**src/rtl/static_bus_timer.sv**
```systemverilog
module static_bus_timer #(
  parameter int          NBANK        = 4,
  parameter int          DW           = 16,
  parameter int          WIN_BITS     = 24,
  parameter int          CFG_AW       = 8,
  parameter int          CNT_W        = 5,
  parameter logic [31:0] BASE_ADDR    = 32'h0400_0000,
  parameter int          ATTR_OFS     = 0,
  parameter int          TIMING_OFS   = 4,
  parameter logic [31:0] RESET_TIMING = 32'h881F_8800
) (
  input  logic                clk,
  input  logic                rst_n,
  input  logic                cfg_we,
  input  logic [CFG_AW-1:0]   cfg_addr,
  input  logic [31:0]         cfg_wdata,
  input  logic                req_valid,
  output logic                req_ready,
  input  logic                req_write,
  input  logic [31:0]         req_addr,
  input  logic [DW-1:0]       req_wdata,
  input  logic [DW/8-1:0]     req_be,
  output logic                rsp_valid,
  output logic [DW-1:0]       rsp_rdata,
  output logic [WIN_BITS-1:0] mem_addr,
  output logic [NBANK-1:0]    mem_cs_n,
  output logic                mem_oe_n,
  output logic                mem_we_n,
  output logic [DW/8-1:0]     mem_be_n,
  output logic [DW-1:0]       mem_dout,
  output logic                mem_dout_en,
  input  logic [DW-1:0]       mem_din,
  input  logic                mem_wait
);
  localparam int BANK_W = $clog2(NBANK);
  localparam int HALF   = DW / 2;
  localparam int SEL_LO = WIN_BITS + BANK_W;

  typedef enum logic [2:0] {PH_IDLE, PH_ASU, PH_CSU, PH_ACC, PH_CSH, PH_AH} phase_t;

  logic [4*NBANK-1:0] attr_q;
  logic [31:0]        tword_q [NBANK];
  phase_t             ph_q, nxt_ph;
  logic [CNT_W-1:0]   cnt_q, nxt_cnt;
  logic [31:0]        tim_l, src_t;
  logic [3:0]         attr_l;
  logic [BANK_W-1:0]  bank_l;
  logic               wr_l;
  logic [DW/8-1:0]    be_l;
  logic [BANK_W-1:0]  req_bank;
  logic               req_hit, cs_on, advance;
  logic [3:0]         req_attr;
  logic               unused_fields;

  assign req_bank = req_addr[WIN_BITS +: BANK_W];
  assign req_hit  = req_addr[31:SEL_LO] == BASE_ADDR[31:SEL_LO];
  assign req_attr = attr_q[4*req_bank +: 4];
  assign src_t    = (ph_q == PH_IDLE) ? tword_q[req_bank] : tim_l;
  assign unused_fields = ^{tim_l[23:21], tim_l[7:0]};

  always_comb begin
    case (ph_q)
      PH_IDLE: nxt_ph = (src_t[31:28] != 0) ? PH_ASU : (src_t[27:24] != 0) ? PH_CSU : PH_ACC;
      PH_ASU:  nxt_ph = (src_t[27:24] != 0) ? PH_CSU : PH_ACC;
      PH_CSU:  nxt_ph = PH_ACC;
      PH_ACC:  nxt_ph = (src_t[15:12] != 0) ? PH_CSH : (src_t[11:8] != 0) ? PH_AH : PH_IDLE;
      PH_CSH:  nxt_ph = (src_t[11:8] != 0) ? PH_AH : PH_IDLE;
      default: nxt_ph = PH_IDLE;
    endcase
    case (nxt_ph)
      PH_ASU:  nxt_cnt = CNT_W'(src_t[31:28]) - 1'b1;
      PH_CSU:  nxt_cnt = CNT_W'(src_t[27:24]) - 1'b1;
      PH_ACC:  nxt_cnt = CNT_W'(src_t[20:16]);
      PH_CSH:  nxt_cnt = CNT_W'(src_t[15:12]) - 1'b1;
      PH_AH:   nxt_cnt = CNT_W'(src_t[11:8]) - 1'b1;
      default: nxt_cnt = '0;
    endcase
  end

  assign advance = (cnt_q == 0) && !(ph_q == PH_ACC && attr_l[2] && mem_wait);

  always_ff @(posedge clk) begin
    if (!rst_n) begin
      attr_q    <= '0;
      for (int n = 0; n < NBANK; n++) tword_q[n] <= RESET_TIMING;
      ph_q      <= PH_IDLE;
      cnt_q     <= '0;
      tim_l     <= RESET_TIMING;
      attr_l    <= '0;
      bank_l    <= '0;
      wr_l      <= 1'b0;
      be_l      <= '0;
      mem_addr  <= '0;
      mem_dout  <= '0;
      rsp_valid <= 1'b0;
      rsp_rdata <= '0;
    end else begin
      rsp_valid <= 1'b0;
      if (cfg_we) begin
        if (cfg_addr == CFG_AW'(ATTR_OFS)) attr_q <= cfg_wdata[4*NBANK-1:0];
        for (int n = 0; n < NBANK; n++)
          if (cfg_addr == CFG_AW'(TIMING_OFS + 4*n)) tword_q[n] <= cfg_wdata;
      end
      if (ph_q == PH_IDLE) begin
        if (req_valid) begin
          if (req_hit) begin
            ph_q     <= nxt_ph;
            cnt_q    <= nxt_cnt;
            tim_l    <= src_t;
            attr_l   <= req_attr;
            bank_l   <= req_bank;
            wr_l     <= req_write;
            be_l     <= req_be;
            mem_addr <= req_attr[1] ? req_addr[WIN_BITS-1:0]
                                    : {1'b0, req_addr[WIN_BITS-1:1]};
            mem_dout <= req_attr[0] ? req_wdata : {{HALF{1'b0}}, req_wdata[HALF-1:0]};
          end else begin
            rsp_valid <= 1'b1;
            rsp_rdata <= '0;
          end
        end
      end else if (!advance) begin
        if (cnt_q != 0) cnt_q <= cnt_q - 1'b1;
      end else begin
        ph_q  <= nxt_ph;
        cnt_q <= nxt_cnt;
        if (ph_q == PH_ACC && !wr_l)
          rsp_rdata <= attr_l[0] ? mem_din : {{HALF{1'b0}}, mem_din[HALF-1:0]};
        if (nxt_ph == PH_IDLE) rsp_valid <= 1'b1;
      end
    end
  end

  assign req_ready   = ph_q == PH_IDLE;
  assign cs_on       = ph_q == PH_CSU || ph_q == PH_ACC || ph_q == PH_CSH;
  assign mem_cs_n    = cs_on ? ~(NBANK'(1) << bank_l) : '1;
  assign mem_oe_n    = !(ph_q == PH_ACC && !wr_l);
  assign mem_we_n    = !(ph_q == PH_ACC && wr_l);
  assign mem_dout_en = cs_on && wr_l;
  assign mem_be_n    = (cs_on && attr_l[3]) ? ~be_l : '1;

  AST_SINGLE_BANK: assert property (@(posedge clk) disable iff (!rst_n)
    $onehot0(~mem_cs_n));
  AST_STROBE_IN_CS: assert property (@(posedge clk) disable iff (!rst_n)
    (!mem_oe_n || !mem_we_n) |-> (mem_cs_n != '1));
  AST_ADDR_HELD: assert property (@(posedge clk) disable iff (!rst_n)
    ((mem_cs_n != '1) && ($past(mem_cs_n) != '1)) |-> $stable(mem_addr));
  AST_NO_CONTENTION: assert property (@(posedge clk) disable iff (!rst_n)
    !mem_oe_n |-> !mem_dout_en);
  AST_WAIT_STRETCH: assert property (@(posedge clk) disable iff (!rst_n)
    (!mem_oe_n && mem_wait && attr_l[2]) |=> !mem_oe_n);
  AST_LANES_IDLE: assert property (@(posedge clk) disable iff (!rst_n)
    (mem_cs_n == '1) |-> (mem_be_n == '1));
  AST_BUSY_NOT_READY: assert property (@(posedge clk) disable iff (!rst_n)
    (mem_cs_n != '1) |-> !req_ready);
endmodule

```
**config.mk**
```make
export PLATFORM = sky130hd
export DESIGN_NAME = static_bus_timer
export DESIGN_NICKNAME = d
export VERILOG_FILES = /design/src/rtl/static_bus_timer.sv
export SDC_FILE = /design/constraint.sdc
export NUM_CORES = 1
export LEC_CHECK = 0
export BUFFER_PORTS_ARGS = -buffer_cell sky130_fd_sc_hd__buf_4
export CAP_MARGIN = 20
export CELL_PAD_IN_SITES_DETAIL_PLACEMENT = 1
export CELL_PAD_IN_SITES_GLOBAL_PLACEMENT = 1
export CORE_UTILIZATION = 45
export CTS_BUF_LIST = sky130_fd_sc_hd__clkbuf_4
export CTS_CLUSTER_DIAMETER = 80
export DETAILED_ROUTE_END_ITERATION = 10
export GPL_TIMING_DRIVEN = 0
export HOLD_SLACK_MARGIN = 0.06
export PLACE_DENSITY = 0.88
export SYNTH_ARGS = -nofsm -noshare
export SYNTH_HDL_FRONTEND = slang
export SYNTH_SLANG_ARGS = --single-unit
```
**constraint.sdc**
```tcl
create_clock -name clk -period 4.5 [get_ports clk]
set_input_delay 1.35 -clock clk [delete_from_list [all_inputs] [get_ports clk]]
set_output_delay 1.35 -clock clk [all_outputs]
set_load 0.05 [all_outputs]
```
Word-level counts from Yosys, hierarchy flattened:

Memory sizes are Yosys's and may differ from the RTL's.
Cells that the tools add are included.

* equal/unequal tests: 17
* $add $sub $neg: 5
* reductions and logical operators: 30
* bitwise logic cells: 6
* shifts and indexed selects: 2
* muxes and demuxes: 52

Operators by type and width (count)
* two-way mux 32 bit: 5
* two-way mux 16 bit: 7
* two-way mux 5 bit: 5
* one-hot mux 5 bit (5 select lines): 1
* two-way mux 24 bit: 1
* two-way mux 1 bit: 23
* two-way mux 3 bit: 7
* subtractor 4 x 1 -> 5 bit, second input constant: 4
* == test 8 x 4 -> 1 bit, second input constant: 2
* nonzero test 4 bit: 4
* indexed part select 16 x 5 -> 4 bit: 1
* one-hot mux 3 bit (5 select lines): 1
* == test 3 x 2 -> 1 bit, second input constant: 4
* == test 3 bit, second input constant: 3
* AND reduction 3 bit: 3
* == test 8 x 3 -> 1 bit, second input constant: 1
* == test 8 x 5 -> 1 bit, second input constant: 1
* zero test 8 bit: 1
* logical AND 1 bit: 7
* == test 3 x 1 -> 1 bit, second input constant: 2
* == test 6 x 1 -> 1 bit, second input constant: 1
* zero test 3 bit: 2
* zero test 5 bit: 1
* nonzero test 5 bit: 1
* other kinds (15): 24

* memories kept: 1
* bits in writable memories: 128
* input bits: 112
* flip-flop bits (word level): 122
* word-level logic and storage cells: 125
* output and inout bits: 67

Memories
* tword_q: words 4, bits a word 32, read ports 1, clocked after memory_dff 0, write ports 4, line 42 `logic [31:0] tword_q [NBANK];`

Logic depth before layout (Yosys ltp):

Gate-level depths: netlist of the first run.

* depth after elaboration: 11
* gate-level depth with buffers: 13
* depth with buffers taken out: 11

Worst setup path after synthesis of the first run:

Ideal clock, no wire load.

* path type: input to register
* start point: input port cfg_addr[5]
* end point: memory tword_q[1][10], enable pin
* stages: 5
* data required time: 4072 ps
* arrival: 3673 ps
* setup time: 428 ps
* buffers on the path: 1
* setup slack: 398 ps
* path through: nor4b_1 nor2b_1 nand2b_1 clkbuf_1 o21ai_0

RTL lines
* start, declared: line 15 `input logic [CFG_AW-1:0] cfg_addr,`
* end, declared: line 42

Final worst setup path of the first run:

* start point: register ph_q[0]
* end point: output port req_ready

* cells in the longest elaborated chain, start to end: 1

RTL lines
* start, declared: line 43 `phase_t ph_q, nxt_ph;`
* start signal, assigned: line 107 `ph_q <= nxt_ph;`
* start signal, assigned: line 125 `ph_q <= nxt_ph;`
* zero test 3 bit: line 134 `assign req_ready = ph_q == PH_IDLE;`
* end, declared: line 18 `output logic req_ready,`

No other way between the ends.

==> metrics, run 1 <==
status complete, no violations; clock skew 0.0247 ns; Yosys warning count 0; Setup crit start kind register; CTS root buf clkbuf_4; Worst IR Drop VDD 0.000249 V; postcts setup bufs 0; Place WS roughly 0.15 ns; DR iter-0 viols 458; commonest register cell after synthesis dfxtp_1; Yosys cell types 69; Yosys reg bits approximately 190; first-pass GRT wire length between 40 and 50 mm; Final #Nets between 1000 and 1500; final hold viol count 0; clock period minus worst slack approximately 3.8 ns; Vias/cell ~5.7; input/output buffers about 170; Final Instance Count excl. Fillers 1334; main combinational cell family by area after synthesis simple AND/OR/NAND/NOR gates; LEAKAGE between 4 and 5 nW; Synth async-reset ratio 0%; full die area about 0.021 mm²; clk buf depth 2; Adder-Cell Fraction of Synth Area less than 1%; maximum number of pins on one net before global-route repair 19; CTS tree built; placed insts between 1000 and 1500; unrepaired setup endpoints after global routing false; Final Util between 50% and 60%; # setup viols final 0; Synth Area in XOR/XNOR 0%; WS Path Type register to output port; Final WS setup between 0.6 and 0.7 ns; CTS Sinks 194; vias in the first global route around 8000; Residual DRC 0; Post-Route WL 28.4 mm; detailed placement HPWL about 22 mm; Worst-Margin Slew between 0.7 and 0.8 ns; Synthesized Nets between 900 and 1000; H-tree levels 4; Synth Cell Area roughly 0.0091 mm²; cts hold-fix bufs 0; Avg Cell Area, Syn between 10 and 15 µm²; post-synthesis mux area share between 10% and 20%; gr usage total 28.1%; GRT Residual Overflow 0; Clk Latency, worst-skew pair 0.62 ns; core region area 0.0197 mm²; Ant. Diodes 0; CP required 3.15 ns; hold slack final around 0.47 ns; Crit. End Element output port; Layout Area Growth over Synthesis 22.2%; simple-gate share of the synthesized area 21.1%; crit path DAT approximately 2.5 ns; CTS resizes 0; Detail Route Antenna Nets 0; Rel. slew slack about half; io pins around 180; clock transition at the registers of the reported paths 0.17 ns; drt pass-1 iters 5; Reg2Reg Setup Slack roughly 1.2 ns; Post-synth EDFFs 84; Max Cap Viol 0; sequential area share after synthesis around half; num rows about 50; wire per inst ~21 µm; Synth Area in Compound Gates 12.5%; crit-path max FO 10; fin. max-slew vios 0; max frequency 261 MHz; via count around 7500; CTS Buf Count 17; initial antenna violation count 0; period utilization between 80% and 90%; gpl congestion 0.894; post-synthesis cell count 860; Initial Util 46.4%; Vert. Die Dim between 100 and 150 µm; Power per Cell Area ~370 mW/mm²; layout cells sized above 1 between 20% and 30%; Hold/Removal Path Class register to register; Die X 144 µm
## cell usage after synthesis, types with 7 or more instances
library cell  count  share of area, %
or3_1            21               1.4
buf_2            10              0.55
clkbuf_1         45               1.9
dfxtp_1         110                24
nand3_1          29               1.6
edfxtp_1         84                28
nor2_1           30               1.2
nand2b_1         20               1.4
o211a_1          25               2.7
o21ai_0          10              0.55
nor2b_1          12              0.82
or2_1             7              0.48
a21boi_0         44               3.6
nand2_1         173               7.1
and2_1           53               3.6
mux2i_1          33               3.6
a22oi_1           8              0.66
mux4_2           23               5.7
a21oi_1          22               1.2
## per-layer routing
metal,up-vias,GRT usage [%],part of all wire [%]
li1,3471,-,-
met1,3719,32.2,39
met2,270,50.3,52
met3,80,5.13,5.5
met4,0,13.5,3.7
met5,-,0,0
## placed cells by master, fill, tap and decap left out, drive strengths merged, types with 2 or more instances in the layout
cell type    n
mux4        29
a211oi       3
nor2b       12
o211a       25
nand3       29
or3         22
ha           2
nor3         6
dfxtp      110
edfxtp      84
a21o         2
nor4         5
o21ai       15
nand3b       5
a21boi      49
o21a         4
and3         5
and2        53
or3b         4
a2111oi      2
a22oi        8
o22ai        3
nor2        30
clkbuf      62
mux2i       33
nor4b        2
nand2b      20
or2         13
o211ai       4
clkinv       9
or4          2
a21oi       24
nand2      174
buf        191
inv         14
## state kept, by name, indices dropped and copies added, names as in the netlist
name and cells:
rsp_valid 1, be_l 2, tim_l 21, mem_dout 16
ph_q 3, bank_l 2, attr_q 16, cnt_q 5
tword_q 84, rsp_rdata 16, mem_addr 24, attr_l 3
wr_l 1
## area by class of cell
class / count / area (µm²)
flip-flops and latches: 194 / 4720
clock inverters: 15 / 149
plain buffers: 59 / 249
repair buffers: 177 / 1400
inverters: 9 / 42.5
clock buffers: 17 / 128
well taps: 265 / 332
fillers: 2245 / 8520
multi-input cells: 598 / 4110
## path summary, 6_finish.rpt
check,start,end,depth (start not counted)
worst max-delay path,ph_q[0],req_ready,6
worst min-delay path,attr_q[9],attr_q[9],2
worst max register to register,tword_q[0][24],cnt_q[2],10
worst min register to register,attr_q[9],attr_q[9],2
## metrics by stage
stage | power, W | setup TNS (ns) | instance area, µm²
finish | 0.00409 | 0 | 11100
global route | 0.00425 | 0 | 11100
CTS | 0.00409 | 0 | 11100
detailed placement | 0.00315 | 0 | 10900
global placement | 0.00311 | -75.41 | 10700
floorplan | 0.00277 | 0 | 9110
## kinds of logic after synthesis
| kind of cell | Yosys count |
|---|---|
| compound gates | 149 |
| buf+inv | 68 |
| flops | 194 |
| mux | 62 |
| simple gates | 385 |
| fa+ha+maj | 2 |
## critical path: stages, from the launching register on
cell,delay [ns]
dfxtp_1,0.33
buf_2,0.17
or3_4,0.41
clkinv_4,0.13
buf_4,0.21
buf_2,0.35
buf_4,0.27
## power by group
group | switching [W] | leakage (nW) | internal, W
sequential | 0.0000342 | 1.71 | 0.00190
combinational | 0.000729 | 2.57 | 0.000470
clock | 0.000660 | 0.157 | 0.000293
(Power assumes the default switching activity.)
==> run 2, diff against run 1 <==
--- a/config.mk
+++ b/config.mk
@@ -15,7 +15,7 @@
 export DETAILED_ROUTE_END_ITERATION = 10
 export GPL_TIMING_DRIVEN = 0
 export HOLD_SLACK_MARGIN = 0.06
-export PLACE_DENSITY = 0.88
+export PLACE_DENSITY_LB_ADDON = 0.1
 export SYNTH_ARGS = -nofsm -noshare
 export SYNTH_HDL_FRONTEND = slang
 export SYNTH_SLANG_ARGS = --single-unit
==> metrics, run 2 (synthesis results as in run 1) <==
Crit path max-delay family buffers and inverters (unchanged); cts hold-fix bufs 0 (unchanged); maximum number of pins on one net before global-route repair 20 (was 19); clock skew 0.0268 ns (was 0.0247 ns); num rows 51 (unchanged); CTS root buf clkbuf_4 (unchanged); CTS tree built (unchanged); Final WS setup 0.724 ns (was 0.671 ns); core region area 0.0197 mm² (unchanged); Worst Hold Launch rsp_rdata[15] (was attr_q[9]); Rel. slew slack 41.5% (was 48.7%); Reg2Reg Setup Slack 1.19 ns (was 1.24 ns); clock period minus worst slack 3.78 ns (was 3.83 ns); Max Cap Viol 0 (unchanged); CTS Sinks 194 (unchanged); clk buf depth 2 (unchanged); CTS Buf Count 17 (unchanged); initial antenna violation count 1 (was 0); CTS resizes 0 (unchanged); Post-Route WL 26.9 mm (was 28.4 mm); Crit. End Element output port (unchanged); GRT Residual Overflow 0 (unchanged); unrepaired setup endpoints after global routing false (unchanged); Vias/cell 5.51 (was 5.65); Final Util 56.7% (was 56.6%); fillers 2219 (was 2245); Reg-to-Reg End cnt_q[2] (unchanged); Detail Route Antenna Nets 0 (unchanged); crit path DAT 2.43 ns (was 2.48 ns); layout cells sized above 1 25.9% (was 25.8%); max FFs per register 84 (unchanged); gr usage total 26.5% (was 28.1%); most frequent cells in the layout 175 x buf_4, 173 x nand2_1, 110 x dfxtp_1 (unchanged); Power per Cell Area 372 mW/mm² (was 367 mW/mm²); Worst-Margin Slew 0.877 ns (was 0.769 ns); DR iter-0 viols 392 (was 458); vias in the first global route 7607 (was 7963); CP required 3.15 ns (about the same); first-pass GRT wire length 41.1 mm (was 43.2 mm); final hold viol count 0 (unchanged); Setup crit start kind register (unchanged); H-tree levels 4 (unchanged); drt pass-1 iters 4 (was 5); PnR Total Power 0.00414 W (was 0.00409 W); detailed placement HPWL 20.2 mm (was 21.8 mm); Layout Area Growth over Synthesis 22.2% (about the same); status complete, no violations (unchanged); full die area 0.0208 mm² (unchanged); period utilization 83.9% (was 85.1%); Die X 144 µm (unchanged); Final Instance Count excl. Fillers 1335 (was 1334); worst-path cell with the longest stage delay or3_4 (unchanged); largest register by flop count tword_q (unchanged); postcts setup bufs 0 (unchanged); max frequency 265 MHz (was 261 MHz); crit-path cells buf_2 -> or3_4 -> clkinv_4 -> buf_4 -> buf_2 -> buf_4 (unchanged); gpl congestion 0.882 (was 0.894); wire per inst 20.2 µm (was 21.3 µm); WP buf/inv 5 (unchanged); Residual DRC 0 (unchanged); clock transition at the registers of the reported paths 0.16 ns (was 0.17 ns); WS Path Type register to output port (unchanged); Max stage delay on crit path 0.41 ns (about the same); Place WS 0.193 ns (was 0.153 ns); input/output buffers 173 (unchanged); Critical Path Stages 6 (unchanged); Initial Util 46.4% (unchanged); Worst IR Drop VDD 0.000173 V (was 0.000249 V); largest registers tword_q x84, mem_addr x24, tim_l x21 (unchanged); reg2reg start tword_q[1][26] (was tword_q[0][24]); crit-path max FO 10 (unchanged); # setup viols final 0 (unchanged); Crit. Startpoint ph_q[0] (unchanged); via count 7353 (was 7540); R2R cell count 11 (was 10); Final #Nets 1170 (unchanged); Vert. Die Dim 144 µm (unchanged); hold slack final 0.469 ns (was 0.467 ns); commonest non-fill, non-tap cell in the layout buf_4 (unchanged); Hold/Removal Path Class register to register (unchanged); fin. max-slew vios 0 (unchanged); LEAKAGE 4.43 nW (about the same); io pins 179 (unchanged); Clk Latency, worst-skew pair 0.60 ns (was 0.62 ns); worst setup path endpoint req_ready (unchanged); placed insts 1302 (unchanged)
==> run 2: cell types whose count changed in the layout (fill, tap and decap cells not counted), sizes merged <==
cell | previous run | this run
clkinv | 9 | 8
diode | 0 | 1
inv | 14 | 11
bufinv | 1 | 2
clkbuf | 62 | 64
clkinvlp | 0 | 1
==> run 2: area by class of cell <==
| type | count | area (µm²) | share of cell area (%) |
|---|---|---|---|
| buffer | 59 | 249 | 2.24 |
| tap | 265 | 332 | 2.98 |
| multi-input combinational | 598 | 4110 | 36.9 |
| timing repair buffer | 177 | 1360 | 12.2 |
| antenna | 1 | 2.50 | 0.0225 |
| clock buffer | 19 | 143 | 1.28 |
| clock inverter | 13 | 175 | 1.57 |
| inverter | 9 | 42.5 | 0.382 |
| sequential | 194 | 4720 | 42.4 |
==> run 2: worst min path at each step <==
stage | to | cells past startpoint | slack [ns]
2_1_floorplan | attr_q[10] | 2 | 0.43
3_3_place_gp | rsp_rdata[8] | 2 | 0.44
3_5_place_dp | attr_q[4] | 2 | 0.45
4_1_cts | attr_q[3] | 2 | 0.47
5_1_grt | rsp_rdata[15] | 2 | 0.49
6_report | rsp_rdata[15] | 2 | 0.47
==> run 2: power breakdown <==
part / switching [W] / internal [W] / total, W
Combinational: 0.000721 / 0.000467 / 0.00119
Sequential: 0.0000318 / 0.00190 / 0.00193
Clock: 0.000657 / 0.000366 / 0.00102
Total: 0.00141 / 0.00274 / 0.00414
==> run 2: metal layers <==
| layer | global-route usage [%] | share of wire [%] | vias to the layer above |
|---|---|---|---|
| met1 | 32.2 | 42 | 3623 |
| met3 | 4.44 | 5.2 | 38 |
| met5 | 0 | 0 | - |
| li1 | - | - | 3469 |
| met4 | 9.03 | 1.8 | 0 |
| met2 | 47.3 | 51 | 223 |
==> run 2: metrics by stage <==
step | area [µm²] | setup TNS, ns
floorplan | 9110 | 0
global placement | 10700 | -88.40
detailed placement | 10800 | 0
CTS | 11100 | 0
global route | 11100 | 0
finish | 11100 | 0
==> run 2: worst reg2reg max path, cell delays in order, from the launching register on <==
cell and delay [ns]:
edfxtp_1 0.44, or2_2 0.30, mux4_2 0.47, o211ai_2 0.26, a21oi_2 0.16, a2111oi_0 0.41
a21oi_1 0.14, inv_1 0.09, ha_1 0.17, or3b_1 0.36, o32a_1 0.29, a21bo_1 0.17
